===== src/rtl/codec_irq_pkg.sv =====
package codec_irq_pkg;
  localparam int NSRC   = 6;
  localparam int B_STOP = 0;
  localparam int B_SRQ  = 1;
  localparam int B_ERR  = 2;
  localparam int B_LAST = 3;
  localparam int B_STAT = 4;
  localparam int B_LINK = 5;

  // Flags that hold until the host writes 1 to them
  localparam logic [NSRC-1:0] STICKY = 6'b110100;

  localparam int MODE_POL  = 0;
  localparam int MODE_SRST = 1;

  typedef enum logic [1:0] {
    RA_STATUS = 2'd0,
    RA_MASK   = 2'd1,
    RA_MODE   = 2'd2,
    RA_RSVD   = 2'd3
  } reg_addr_e;
endpackage


===== src/rtl/irq_cond_gen.sv =====
module irq_cond_gen
  import codec_irq_pkg::*;
#(
  parameter int DEPTH    = 16,
  parameter int SRQ_MARK = 4,
  parameter int LVL_W    = $clog2(DEPTH + 1)
) (
  input  logic             enc_mode,
  input  logic [LVL_W-1:0] fifo_level,
  input  logic             head_last,
  input  logic             host_rd,
  input  logic             host_wr,
  input  logic             stats_upd,
  input  logic             link_err,
  output logic [NSRC-1:0]  lvl_flags,
  output logic [NSRC-1:0]  events
);
  localparam logic [LVL_W-1:0] FULL_LVL = LVL_W'(DEPTH);
  localparam logic [LVL_W-1:0] MARK     = LVL_W'(SRQ_MARK);

  logic             empty, full;
  logic [LVL_W-1:0] space;

  assign empty = (fifo_level == '0);
  assign full  = (fifo_level == FULL_LVL);
  assign space = FULL_LVL - fifo_level;

  always_comb begin
    lvl_flags         = '0;
    lvl_flags[B_STOP] = enc_mode ? empty : full;
    lvl_flags[B_SRQ]  = enc_mode ? (fifo_level >= MARK) : (space >= MARK);
    // next host read would return the field's final word
    lvl_flags[B_LAST] = enc_mode & ~empty & head_last & ~host_rd;

    events         = '0;
    events[B_ERR]  = (enc_mode & host_rd & empty) | (~enc_mode & host_wr & full);
    events[B_STAT] = stats_upd;
    events[B_LINK] = link_err;
  end
endmodule


===== src/rtl/irq_status_regs.sv =====
module irq_status_regs
  import codec_irq_pkg::*;
(
  input  logic            clk,
  input  logic            rst_n,
  input  logic            soft_rst,
  input  logic [NSRC-1:0] lvl_flags,
  input  logic [NSRC-1:0] events,
  input  logic [NSRC-1:0] clr,
  input  logic            mask_we,
  input  logic [NSRC-1:0] mask_wdata,
  input  logic            pol_we,
  input  logic            pol_wdata,
  output logic [NSRC-1:0] status_q,
  output logic [NSRC-1:0] mask_q,
  output logic            pol_q
);
  logic [NSRC-1:0] status_d;

  for (genvar i = 0; i < NSRC; i++) begin : g_bit
    if (STICKY[i]) begin : g_sticky
      // a new event outranks a clear in the same cycle
      assign status_d[i] = events[i] | (status_q[i] & ~clr[i]);
    end else begin : g_level
      assign status_d[i] = lvl_flags[i];
    end
  end

  always_ff @(posedge clk or negedge rst_n) begin
    if (!rst_n) begin
      status_q <= '0;
      mask_q   <= '0;
      pol_q    <= 1'b0;
    end else if (soft_rst) begin
      status_q <= '0;
      mask_q   <= '0;
      pol_q    <= 1'b0;
    end else begin
      status_q <= status_d;
      if (mask_we) mask_q <= mask_wdata;
      if (pol_we)  pol_q  <= pol_wdata;
    end
  end
endmodule


===== src/rtl/irq_line_drv.sv =====
module irq_line_drv
  import codec_irq_pkg::*;
(
  input  logic            clk,
  input  logic            rst_n,
  input  logic            soft_rst,
  input  logic [NSRC-1:0] status,
  input  logic [NSRC-1:0] mask,
  input  logic            pol,
  output logic            irq_q
);
  logic active;

  assign active = |(status & mask);

  always_ff @(posedge clk or negedge rst_n) begin
    if (!rst_n)        irq_q <= 1'b0;
    else if (soft_rst) irq_q <= 1'b0;
    else               irq_q <= active ^ pol;
  end
endmodule


===== src/rtl/codec_irq_ctrl.sv =====
module codec_irq_ctrl
  import codec_irq_pkg::*;
#(
  parameter int DEPTH    = 16,
  parameter int SRQ_MARK = 4,
  parameter int DATA_W   = 8,
  localparam int LVL_W   = $clog2(DEPTH + 1)
) (
  input  logic              clk,
  input  logic              rst_n,
  input  logic              enc_mode,
  input  logic [LVL_W-1:0]  fifo_level,
  input  logic              head_last,
  input  logic              host_rd,
  input  logic              host_wr,
  input  logic              stats_upd,
  input  logic              link_err,
  input  logic [1:0]        reg_addr,
  input  logic              reg_we,
  input  logic [DATA_W-1:0] reg_wdata,
  output logic [DATA_W-1:0] reg_rdata,
  output logic              stop_o,
  output logic              srq_o,
  output logic              err_o,
  output logic              lcode_o,
  output logic              stats_o,
  output logic              link_o,
  output logic              irq_o
);
  logic [NSRC-1:0] lvl_flags, events, clr_w, status_w, mask_w;
  logic            pol_w, soft_rst_w, mask_we, pol_we, wr_status;
  logic            unused_wdata;

  assign unused_wdata = ^reg_wdata;

  assign wr_status  = reg_we && (reg_addr == RA_STATUS);
  assign clr_w      = wr_status ? (reg_wdata[NSRC-1:0] & STICKY) : '0;
  assign mask_we    = reg_we && (reg_addr == RA_MASK);
  assign soft_rst_w = reg_we && (reg_addr == RA_MODE) && reg_wdata[MODE_SRST];
  assign pol_we     = reg_we && (reg_addr == RA_MODE) && !reg_wdata[MODE_SRST];

  irq_cond_gen #(.DEPTH(DEPTH), .SRQ_MARK(SRQ_MARK), .LVL_W(LVL_W)) u_cond (
    .enc_mode  (enc_mode),
    .fifo_level(fifo_level),
    .head_last (head_last),
    .host_rd   (host_rd),
    .host_wr   (host_wr),
    .stats_upd (stats_upd),
    .link_err  (link_err),
    .lvl_flags (lvl_flags),
    .events    (events)
  );

  irq_status_regs u_regs (
    .clk       (clk),
    .rst_n     (rst_n),
    .soft_rst  (soft_rst_w),
    .lvl_flags (lvl_flags),
    .events    (events),
    .clr       (clr_w),
    .mask_we   (mask_we),
    .mask_wdata(reg_wdata[NSRC-1:0]),
    .pol_we    (pol_we),
    .pol_wdata (reg_wdata[MODE_POL]),
    .status_q  (status_w),
    .mask_q    (mask_w),
    .pol_q     (pol_w)
  );

  irq_line_drv u_line (
    .clk     (clk),
    .rst_n   (rst_n),
    .soft_rst(soft_rst_w),
    .status  (status_w),
    .mask    (mask_w),
    .pol     (pol_w),
    .irq_q   (irq_o)
  );

  assign stop_o  = status_w[B_STOP];
  assign srq_o   = status_w[B_SRQ];
  assign err_o   = status_w[B_ERR];
  assign lcode_o = status_w[B_LAST];
  assign stats_o = status_w[B_STAT];
  assign link_o  = status_w[B_LINK];

  always_comb begin
    reg_rdata = '0;
    case (reg_addr)
      RA_STATUS: reg_rdata[NSRC-1:0] = status_w;
      RA_MASK:   reg_rdata[NSRC-1:0] = mask_w;
      RA_MODE:   reg_rdata[MODE_POL] = pol_w;
      default:   reg_rdata = '0;
    endcase
  end
endmodule


===== config.mk =====
export PLATFORM = sky130hd
export DESIGN_NAME = codec_irq_ctrl
export DESIGN_NICKNAME = d
export VERILOG_FILES = /design/src/rtl/codec_irq_pkg.sv /design/src/rtl/irq_cond_gen.sv /design/src/rtl/irq_status_regs.sv /design/src/rtl/irq_line_drv.sv /design/src/rtl/codec_irq_ctrl.sv
export SDC_FILE = /design/constraint.sdc
export NUM_CORES = 1
export LEC_CHECK = 0
export BUFFER_PORTS_ARGS = -buffer_cell sky130_fd_sc_hd__buf_2
export CORE_MARGIN = 5
export CORE_UTILIZATION = 46
export CTS_CLUSTER_DIAMETER = 120
export DETAILED_ROUTE_END_ITERATION = 16
export PLACE_DENSITY = 0.78
export SLEW_MARGIN = 20
export SYNTH_ARGS = -nofsm -noshare
export SYNTH_HDL_FRONTEND = slang
export SYNTH_SLANG_ARGS = --single-unit

===== constraint.sdc =====
create_clock -name clk -period 1.2 [get_ports clk]
set_clock_uncertainty 0.15 [all_clocks]
set_input_delay 0.18 -clock clk [delete_from_list [all_inputs] [get_ports clk]]
set_output_delay 0.18 -clock clk [all_outputs]
set_load 0.03 [all_outputs]

After elaboration in Yosys (flattened, before gate mapping)
Cells that the tools add are included.
- add/sub/neg operators: 1
- $lt $le $gt $ge: 2
- equality and inequality tests: 3
- muxes and demuxes: 11
- bitwise logic cells: 22
- reductions and logical operators: 11
- operators with widths (cell ; number):
    2-to-1 mux 6 bit ; 4
    bitwise AND 1 bit ; 10
    >= comparator 5 x 3 -> 1 bit, second input constant ; 2
    one-hot mux 5 bit (2 select lines) ; 1
    bitwise AND 6 bit ; 1
    NOT 1 bit ; 6
    OR reduction 6 bit ; 1
    equality test 5 bit, second input constant ; 1
    logical AND 1 bit ; 5
    zero test 5 bit ; 1
    2-to-1 mux 1 bit ; 5
    subtractor 5 bit, first input constant ; 1
    bitwise OR 1 bit ; 4
    nonzero test 2 bit ; 2
    one-hot mux 1 bit (3 select lines) ; 1
    equality test 2 x 1 -> 1 bit, second input constant ; 1
    equality test 2 bit, second input constant ; 1
    zero test 2 bit ; 1
    zero test 1 bit ; 1
    bitwise XOR 1 bit ; 1
- register bits: 14
- bits of input ports: 24
- output and inout port bits: 15
- word-level logic and storage cells: 54

Depth between registers and ports, before layout
- depth in word-level cells: 7
- depth in mapped cells: 5
- mapped depth without buffers: 5

Cells and area by module
From an unflattened synthesis, not the netlist that was laid out.
- cells, all modules: 97
- area, all modules: 969.7 um^2
- modules (own cells, without submodules) (module ; instances ; cells each ; area each (um^2) ; sequential area each (um^2)):
    irq_status_regs ; 1 ; 41 ; 501.7 ; 325.3
    codec_irq_ctrl ; 1 ; 26 ; 196.4 ; 0.0
    irq_cond_gen ; 1 ; 22 ; 180.2 ; 0.0
    irq_line_drv ; 1 ; 8 ; 91.3 ; 25.0

Least setup slack after synthesis
Ideal clock, no wire load.
- kind: register to output
- start point: register u_regs.status_q[0]
- end point: output reg_rdata[0]
- data arrival time: 1.129 ns
- data required time: 0.870 ns
- setup slack: -0.259 ns
- cell stages (with the launch flop): 3
- path buffers: 0
- path through: dfrtp_1 > mux2i_1 > o22ai_1
- longest elaborated chain between the ends: 1
- ends and longest elaborated chain (item ; line ; RTL):
    from (decl) ; irq_status_regs.sv:14 ; output logic [NSRC-1:0] status_q,
    from (signal assigned) ; irq_status_regs.sv:39 ; status_q <= status_d;
    one-hot mux 1 bit (3 select lines) ; codec_irq_ctrl.sv:89 ; case (reg_addr)
    to (decl) ; codec_irq_ctrl.sv:21 ; output logic [DATA_W-1:0] reg_rdata,
No other way between the ends.

Worst setup path after layout
- start point: register u_regs.status_q[3]
- end point: output reg_rdata[3]
- longest elaborated chain between the ends: 1
- ends and longest elaborated chain (item ; line):
    one-hot mux 5 bit (2 select lines) ; codec_irq_ctrl.sv:89
No other way between the ends.

==> flow_summary.json <==
{
  "clk-insertion-delay-late_ns": 0.28,
  "core_um2": 1780,
  "worstRegToRegCells": 5,
  "port_buffers": 34,
  "cp.required_ns": 0.87,
  "grt_max_degree": 15,
  "num_antenna_cells": 0,
  "worstSetupEndpoint": "reg_rdata[3]",
  "peakVddDrop_uv": 678,
  "synth-seq-cells": 14,
  "maxCapViolations": 0,
  "worst-setup-path-type": "reg -> out",
  "synth_top_area_cell": "dfrtp_1",
  "root_buffer": "clkbuf_4",
  "avgRoutedWirePerCell_um": 15.5,
  "synth_area_um2": 882,
  "area_growth_pct": 58.2,
  "synth_edf_count": 0,
  "dpl_worst_slack_ns": -0.157,
  "clock.fmax_mhz": 681,
  "grt.total_usage_pct": 20.4,
  "cts_tree": "done",
  "first_global_vias": 951,
  "finalHoldViolCount": 0,
  "cp.arrival_ns": 1.14,
  "seq_area_frac_synth_pct": 39.7,
  "status": "complete, but fails checks",
  "layout_setup_ws_ns": -0.269,
  "numCtsBuffers": 3,
  "path_clk_slew_ns": 0.08,
  "dieHeight_um": 53.8,
  "avgSynthCellArea_um2": 10.1,
  "rsz0062_at_grt": "yes",
  "setup_viol": 13,
  "total_power_mw": 1.43,
  "rows": 15,
  "layout-drive-gt1-share_pct": 53.1,
  "r2r_start": "u_regs.status_q[0]",
  "gp_routability_congestion": 0.787,
  "critPathMaxFanout": 2,
  "p_leak_nw": 0.678,
  "drtAntennaViolNets": 0,
  "worstSetupEndpointType": "output port",
  "drc": 0,
  "synth-main-ff-cell": "dfrtp_1",
  "grt_pass1_wl_um": 4190,
  "synth_warnings": 0,
  "r2r-end": "u_line.irq_q",
  "cp-start-kind": "register",
  "worstSetupStartpoint": "u_regs.status_q[3]",
  "start_util_pct": 49.5,
  "htree_levels": 1,
  "hold_class": "in -> reg",
  "drt-total-wl_um": 2600,
  "clockBufferDepth": 2,
  "dieArea_um2": 2890,
  "async_reset_ff_share_pct": 100,
  "drtIter0Drc": 19,
  "dr.pass1.iters": 6,
  "die_width_um": 53.8,
  "rrSetupSlack_ns": -0.20,
  "pin_count": 39,
  "nets": 171,
  "antenna_found_initial": 0,
  "fin_crit_sh_pct": 122,
  "synth_top_area_share_pct": 39.7,
  "cts.sinks": 14,
  "period_needed_ns": 1.47,
  "dr_total_vias": 908,
  "violations": "setup timing",
  "yosysUniqueCellTypes": 32,
  "viasPerCell": 5.40,
  "power_density_nw_per_um2": 1020,
  "overflow": 0,
  "slew_violations": 0,
  "synth_cells": 87,
  "dp_hpwl_um": 1660,
  "synthTopCellsByArea": "dfrtp_1, mux2i_1, a2bb2oi_1"
}
report_power, final:
part / switching (mW) / internal, mW
registers: 0.0429 / 0.536
clock network: 0.150 / 0.116
logic: 0.295 / 0.285
Yosys cell counts, drive strengths merged, types with 3 or more instances:
cell type	number
nand4bb	3
mux2i	7
dfrtp	14
a2bb2oi	6
nor2	11
inv	5
buf	6
o21ai	7
a21oi	3
a22oi	3
sequential cells by signal (all words and copies together) (netlist names):
name,cells
u_line.irq_q,1
u_regs.mask_q,6
u_regs.pol_q,1
u_regs.status_q,6
per-stage QoR:
step / hold WS [ns] / cells / cell area [um2] / utilization [%] / setup TNS (ns)
after detailed placement: -0.0604 / 152 / 1150 / 64.6 / -0.942
after floorplan: -0.266 / 88 / 912 / - / -0.0347
after CTS: 0.00295 / 166 / 1370 / 76.9 / -1.70
final: 0.00225 / 168 / 1400 / 78.2 / -2.05
after global placement: -0.0557 / 152 / 1150 / 64.6 / -0.886
after global routing: 0.0247 / 168 / 1400 / 78.2 / -2.43
how the worst min path moves through the flow:
stage / to / slack, ns / cells past startpoint / start
after detailed placement: u_regs.pol_q / -0.06 / 1 / rst_n
after floorplan: u_line.irq_q / -0.27 / 0 / rst_n
after CTS: u_regs.mask_q[2] / 0.003 / 2 / reg_we
after global routing: u_regs.status_q[3] / 0.02 / 3 / enc_mode
final: u_regs.status_q[5] / 0.002 / 3 / link_err
after global placement: u_regs.mask_q[0] / -0.06 / 1 / rst_n
cell type report:
type,count,area [um2]
inverter,5,18.8
timing repair buffer,58,458
tap,25,31.3
multi-input combinational,63,507
clock buffer,3,22.5
fill,114,388
sequential,14,358
critical path, stage by stage, from the launching register on:
cell,delay [ns]
dfrtp_2,0.42
mux2i_1,0.23
nor2_2,0.07
buf_6,0.14
logic make-up (layout without fill, tap and decap cells):
kind of cell	Yosys count	after routing	share of synthesized area, %
AOI/OAI and AO/OA	25	25	19.1
adders and majority gates	2	2	2.84
buffers and inverters	11	66	7.09
DFF	14	14	39.7
muxes	7	7	7.94
other	1	2	0.425
and+or+nand+nor	27	27	22.8
layout by cell type, fill, tap and decap left out, drive strengths merged, types with 3 or more instances in the layout:
cell type | Yosys | layout
dfrtp | 14 | 14
clkbuf | 0 | 3
nand4bb | 3 | 3
mux2i | 7 | 7
a21oi | 3 | 3
buf | 6 | 54
a22oi | 3 | 3
nor2 | 11 | 11
o21ai | 7 | 7
inv | 5 | 5
a2bb2oi | 6 | 6
dlygate4sd3 | 0 | 4
routing by layer:
| layer | vias to the layer above | track usage, % | share of wire, % | routed length [um] |
|---|---|---|---|---|
| met3 | 10 | 2.77 | 8.1 | 211 |
| met4 | 0 | 15.7 | 3.9 | 102 |
| li1 | 429 | - | - | - |
| met1 | 428 | 23.7 | 39 | 1020 |
| met2 | 41 | 33.5 | 48 | 1260 |
| met5 | - | 0 | 0 | 0 |
what timing repair did:
item                                    in CTS  in global routing
setup buffers                                7                  2
endpoints found under the setup margin      13                 13
pin swaps                                    8                  1
gates resized for setup                     31                  2
hold buffers                                 4                  0
hold endpoints to repair                    16                  0
Note: power is estimated with default switching activity, not from simulation.
